[config.mk]
export PLATFORM = sky130hd
export DESIGN_NAME = relay_input_port
export DESIGN_NICKNAME = d
export VERILOG_FILES = /design/src/rtl/rip_pkg.sv /design/src/rtl/rip_decode.sv /design/src/rtl/rip_sync.sv /design/src/rtl/rip_filter.sv /design/src/rtl/relay_input_port.sv
export SDC_FILE = /design/constraint.sdc
export NUM_CORES = 1
export LEC_CHECK = 0
export BUFFER_PORTS_ARGS = -buffer_cell sky130_fd_sc_hd__buf_2
export CAP_MARGIN = 10
export CORE_MARGIN = 8
export CORE_UTILIZATION = 55
export CTS_BUF_LIST = sky130_fd_sc_hd__clkbuf_2 sky130_fd_sc_hd__clkbuf_4 sky130_fd_sc_hd__clkbuf_8
export DETAILED_ROUTE_END_ITERATION = 16
export GPL_TIMING_DRIVEN = 1
export PLACE_DENSITY = 0.73
export SYNTH_ARGS = -nofsm -noshare
export SYNTH_HDL_FRONTEND = slang
export SYNTH_SLANG_ARGS = --single-unit
export TNS_END_PERCENT = 50
[constraint.sdc]
create_clock -name clk -period 2.5 [get_ports clk]
set_input_delay 0.75 -clock clk [delete_from_list [all_inputs] [get_ports clk]]
set_output_delay 0.75 -clock clk [all_outputs]
set_load 0.02 [all_outputs]
[src/rtl/rip_pkg.sv]
package rip_pkg;

  typedef enum logic [1:0] {
    OFF_RELAY = 2'd0,
    OFF_INPUT = 2'd1,
    OFF_FEN   = 2'd2,
    OFF_SPARE = 2'd3
  } rip_off_e;

  // Clock cycles in a filter period of the given microseconds, at least one.
  function automatic int unsigned filt_cycles(longint unsigned clk_hz,
                                              longint unsigned period_us);
    longint unsigned c;
    c = (clk_hz * period_us) / 64'd1_000_000;
    if (c == 0) c = 1;
    return int'(c);
  endfunction

  // Width of a counter that must reach value n.
  function automatic int unsigned cnt_width(int unsigned n);
    return (n < 2) ? 1 : $clog2(n + 1);
  endfunction

endpackage

[src/rtl/rip_decode.sv]
module rip_decode
  import rip_pkg::*;
#(
  parameter int ADDR_W = 10
) (
  input  logic [ADDR_W-1:0] addr,
  input  logic [ADDR_W-3:0] base_sw,
  input  logic              wr_en,
  output logic              hit,
  output rip_off_e          off,
  output logic              wr_relay,
  output logic              wr_fen
);
  always_comb begin
    hit      = (addr[ADDR_W-1:2] == base_sw);
    off      = rip_off_e'(addr[1:0]);
    wr_relay = wr_en && hit && (off == OFF_RELAY);
    wr_fen   = wr_en && hit && (off == OFF_FEN);
  end
endmodule

[src/rtl/rip_sync.sv]
module rip_sync #(
  parameter int W = 8
) (
  input  logic         clk,
  input  logic         rst_n,
  input  logic [W-1:0] d,
  output logic [W-1:0] q
);
  logic [W-1:0] s1;
  always_ff @(posedge clk or negedge rst_n) begin
    if (!rst_n) begin
      s1 <= '0;
      q  <= '0;
    end else begin
      s1 <= d;
      q  <= s1;
    end
  end
endmodule

[src/rtl/rip_filter.sv]
module rip_filter
  import rip_pkg::*;
#(
  parameter int unsigned CYCLES = 1000
) (
  input  logic clk,
  input  logic rst_n,
  input  logic en,
  input  logic din,
  output logic state,
  output logic load
);
  localparam int unsigned CW = cnt_width(CYCLES);
  localparam logic [CW-1:0] LAST = CW'(CYCLES - 1);

  logic [CW-1:0] cnt;
  logic          differ;

  always_comb begin
    differ = (din != state);
    load   = en && differ && (cnt == LAST);
  end

  always_ff @(posedge clk or negedge rst_n) begin
    if (!rst_n) begin
      state <= 1'b0;
      cnt   <= '0;
    end else if (!en) begin
      state <= din;
      cnt   <= '0;
    end else if (!differ) begin
      cnt   <= '0;
    end else if (load) begin
      state <= din;
      cnt   <= '0;
    end else begin
      cnt   <= cnt + 1'b1;
    end
  end
endmodule

[src/rtl/relay_input_port.sv]
module relay_input_port
  import rip_pkg::*;
#(
  parameter int              ADDR_W  = 10,
  parameter int              NCH     = 8,
  parameter longint unsigned CLK_HZ  = 200_000_000,
  parameter longint unsigned FILT_US = 5000
) (
  input  logic              clk,
  input  logic              rst_n,
  input  logic [ADDR_W-3:0] base_sw,
  input  logic [ADDR_W-1:0] addr,
  input  logic              wr_en,
  input  logic              rd_en,
  input  logic [NCH-1:0]    wdata,
  output logic [NCH-1:0]    rdata,
  input  logic [NCH-1:0]    in_raw,
  output logic [NCH-1:0]    relay_out
);
  localparam int unsigned FILT_CYCLES = filt_cycles(CLK_HZ, FILT_US);

  logic           hit;
  rip_off_e       off;
  logic           wr_relay;
  logic           wr_fen;
  logic [NCH-1:0] relay_q;
  logic [NCH-1:0] fen_q;
  logic [NCH-1:0] sync_q;
  logic [NCH-1:0] in_state;
  logic [NCH-1:0] flt_load;
  logic [NCH-1:0] rd_val;

  rip_decode #(.ADDR_W(ADDR_W)) u_dec (
    .addr(addr), .base_sw(base_sw), .wr_en(wr_en),
    .hit(hit), .off(off), .wr_relay(wr_relay), .wr_fen(wr_fen)
  );

  rip_sync #(.W(NCH)) u_sync (
    .clk(clk), .rst_n(rst_n), .d(in_raw), .q(sync_q)
  );

  for (genvar i = 0; i < NCH; i++) begin : g_ch
    rip_filter #(.CYCLES(FILT_CYCLES)) u_flt (
      .clk(clk), .rst_n(rst_n), .en(fen_q[i]), .din(sync_q[i]),
      .state(in_state[i]), .load(flt_load[i])
    );
  end

  always_ff @(posedge clk or negedge rst_n) begin
    if (!rst_n) begin
      relay_q <= '0;
      fen_q   <= '0;
    end else begin
      if (wr_relay) relay_q <= wdata;
      if (wr_fen)   fen_q   <= wdata;
    end
  end

  always_comb begin
    unique case (off)
      OFF_RELAY: rd_val = relay_q;
      OFF_INPUT: rd_val = in_state;
      OFF_FEN:   rd_val = fen_q;
      default:   rd_val = '0;
    endcase
  end

  always_ff @(posedge clk or negedge rst_n) begin
    if (!rst_n)     rdata <= '0;
    else if (rd_en) rdata <= hit ? rd_val : '0;
  end

  assign relay_out = relay_q;
endmodule

==> flow_summary_export.csv <==
group,metric,value,unit
critical_path,max_stage_delay,0.55,ns
synthesis,syn_avg_cell_area,10.3,µm²
synthesis,synth_simple_gate_area_frac,0.230,
critical_path,cp_slowest_cell,"or4_1",
min_path,holdCritPathClass,"input pin to async pin",
routing,via_per_inst,5.63,
power,power_switching,1.51,mW
run,max_cap_violations,0,
synthesis,ys_seq_area_frac,0.522,
global_routing,grt.total_usage,0.187,
sta,period_needed,2.14,ns
cells_and_area,fin_util,0.638,
clock_network,h-tree-depth,2,
power,clkPwrFrac,0.469,
floorplanning,die_x,151,µm
cells_and_area,final_cell_area,11400,µm²
routing,drc_errors,0,
synthesis,ys_warn_count,0,
cells_and_area,layout.nets,1109,
synthesis,yosys_register_bits,208,
status,status,"complete, no violations",
clock_network,tritoncts,"yes",
power,power,6.85,mW
place,hpwlAfterDp,14400,µm
power,combPwrFrac,0.031,
synthesis,synth_cell_types,51,
synthesis,synth_area_leaders,"dfrtp_1, xnor2_1, nor2_1",
critical_path,cp_top_family,"simple AND/OR/NAND/NOR gates",
routing,ant_nets,0,
sta,max-slew-margin-rel,0.544,
sta,rsz0062_at_grt,"no",
critical_path,cp_max_fo,6,
power,p_leak,4.49,nW
cells_and_area,drive_above_1_share,0.182,
synthesis,synth_mux_area_frac,0.0351,
floorplanning,die-area,22700,µm²
place,gp_congestion,0.837,
floorplanning,rows,49,
synthesis,syn_nets,1019,
power,pwr-share-seq,0.500,
critical_path,worstPathCellList,"or4_1, or4_4, o21ai_0, mux2_2",
synthesis,synth-edff-count,0,
clock_network,cts_hold_buf,0,
power,switching_share,0.221,
power,power.density,600,nW/µm²
sta,skew,0.0160,ns
global_routing,grt_pass1_vias,7331,
routing,dr.pass1.iters,4,
sta,max_freq,467,MHz
place,port_buffers,53,
critical_path,critPathRequiredTime,2.91,ns
place,dp.cells,1253,
synthesis,synth_top_family_by_area,"simple AND/OR/NAND/NOR gates",
global_routing,grt_max_degree,56,
clock_network,cts_sinks,208,
clock_network,clock_path_buffers,3,
synthesis,synthCells,973,
place,dpl_worst_slack,-0.0427,ns
power,vdd_drop_max,0.000521,V
floorplanning,io_pins,54,
synthesis,async_flop_share,1.00,
synthesis,synth-compound-area-share,0.0700,
clock_network,numCtsBuffers,37,
clock_network,cts-root-buf,"clkbuf_8",
synthesis,synth_ff_type,"dfrtp_1",
sta,hold_slack,0.186,ns
critical_path,startpoint_type,"flip-flop",
place,dpl_cell_area,10700,µm²
cells_and_area,antenna_cells,0,
synthesis,synth_xor_area_frac,0.106,
critical_path,path_buf_inv,0,
clock_network,clk_latency,0.52,ns
routing,wirelength,20600,µm
critical_path,worstPathArrival,2.55,ns
synthesis,synthAdderAreaFrac,0.0100,
sta,fin_tns_setup,0,ns
clock_network,clk_transition_reported_paths,0.06,ns
power,p_int,5.33,mW
cells_and_area,synthToLayoutAreaGrowth,14.5,%
routing,avgRoutedWirePerCell,15.7,µm
sta,hold_viol,0,
routing,dr_total_vias,7407,
synthesis,yosysTopAreaCell,"dfrtp_1",
clock_network,postCtsResizedCells,0,
sta,finalSetupViolations,0,
clock_network,post-cts-setup-buffer-count,0,
floorplanning,start_util,0.557,
sta,worst_pin_slew,0.678,ns
routing,drt_iter0_drc,291,
synthesis,synth_top_area_share,0.522,
synthesis,syn-cell-area,9970,µm²
critical_path,critPathKind,"flip-flop to flip-flop",
global_routing,overflow,0,
global_routing,grt_pass1_wl,35000,µm
floorplanning,die_y,151,µm
cells_and_area,fill_cells,1461,
floorplanning,core_area,17900,µm²
global_routing,antenna_found_initial,0,
sta,setup_slack,0.360,ns
sta,finalCritPeriodShare,0.856,
sta,slew_violations,0,
critical_path,cp-end-kind,"flip-flop",
cells_and_area,stdcell_count,1315,
[final timing paths]
check                                  endpoint  cells after the start  slack (ns)                   from
max in group asynchronous  g_ch[1].u_flt.cnt[9]                      2        1.63                  rst_n
setup reg to reg            g_ch[3].u_flt.state                      4        0.36  g_ch[3].u_flt.cnt[12]
setup / recovery            g_ch[3].u_flt.state                      4        0.36  g_ch[3].u_flt.cnt[12]
hold / removal             g_ch[4].u_flt.cnt[8]                      1        0.19                  rst_n
min in group clk                   u_sync.s1[7]                      1        0.33              in_raw[7]
hold reg to reg                     u_sync.q[1]                      0        0.34           u_sync.s1[1]
[cell type report]
type	count	area (µm²)	area share
Multi-Input combinational cell	701	4550	0.399
Tap cell	229	287	0.0251
Clock buffer	55	688	0.0603
Inverter	35	131	0.0115
Clock inverter	7	65.1	0.00570
Sequential cell	208	5200	0.456
Timing Repair Buffer	80	489	0.0429
[metal layers]
layer	wire length, µm	track usage	up-vias
met4	562	0.0737	0
met2	9390	0.292	144
met3	1050	0.0445	42
met5	0	0	-
met1	9580	0.250	3574
li1	-	-	3647
[power by group through the flow]
stage               Combinational, mW  Clock [mW]  Sequential [mW]
global route                    0.240        3.46             3.42
floorplan                      0.0679           0             3.48
finish                          0.214        3.21             3.42
detailed placement              0.220           0             3.48
CTS                             0.220        3.31             3.42
global placement                0.216           0             3.48
[cells in the mapped netlist, drive strengths merged, types with 2 or more instances]
cell type	number
mux2i	8
nand3	58
a22o	8
xor2	49
a31o	3
dfrtp	208
nand4	42
nor4b	10
nand2	52
mux2	24
inv	34
a21oi	39
or4	22
and2	4
ha	8
or2	6
o21ai	31
nor3	21
or4b	5
nor2	130
clkbuf	15
buf	14
and4	12
o31ai	20
and3	11
nand4b	2
nor2b	3
nor4	24
xnor2	72
or3	23
nand3b	2
o311ai	6
[kinds of logic (layout without fill, tap and decap cells)]
family | after synthesis | count (layout)
AO/OA/AOI/OAI | 110 | 110
XOR/XNOR | 121 | 121
adder cells (fa/ha/maj) | 8 | 8
buffers and inverters | 64 | 177
flip-flops | 208 | 208
multiplexers | 32 | 32
AND/OR/NAND/NOR | 430 | 430
[placed cells by master (no fill, tap or decap), types with 24 or more instances in the layout]
cell type  instances
a21oi_1           37
buf_2             52
buf_4             26
clkbuf_8          45
dfrtp_1          208
inv_1             34
mux2_2            24
nand2_1           52
nand3_1           55
nand4_1           42
nor2_1           130
nor4_1            24
o21ai_0           31
xnor2_1           72
xor2_1            49
[flip-flops by register name, indices dropped and copies added, names as in the netlist]
name              flops
g_ch.u_flt.cnt      160
rdata                 8
relay_out             8
fen_q                 8
u_sync.s1             8
u_sync.q              8
g_ch.u_flt.state      8
Note: power is estimated with default switching activity, not from simulation.
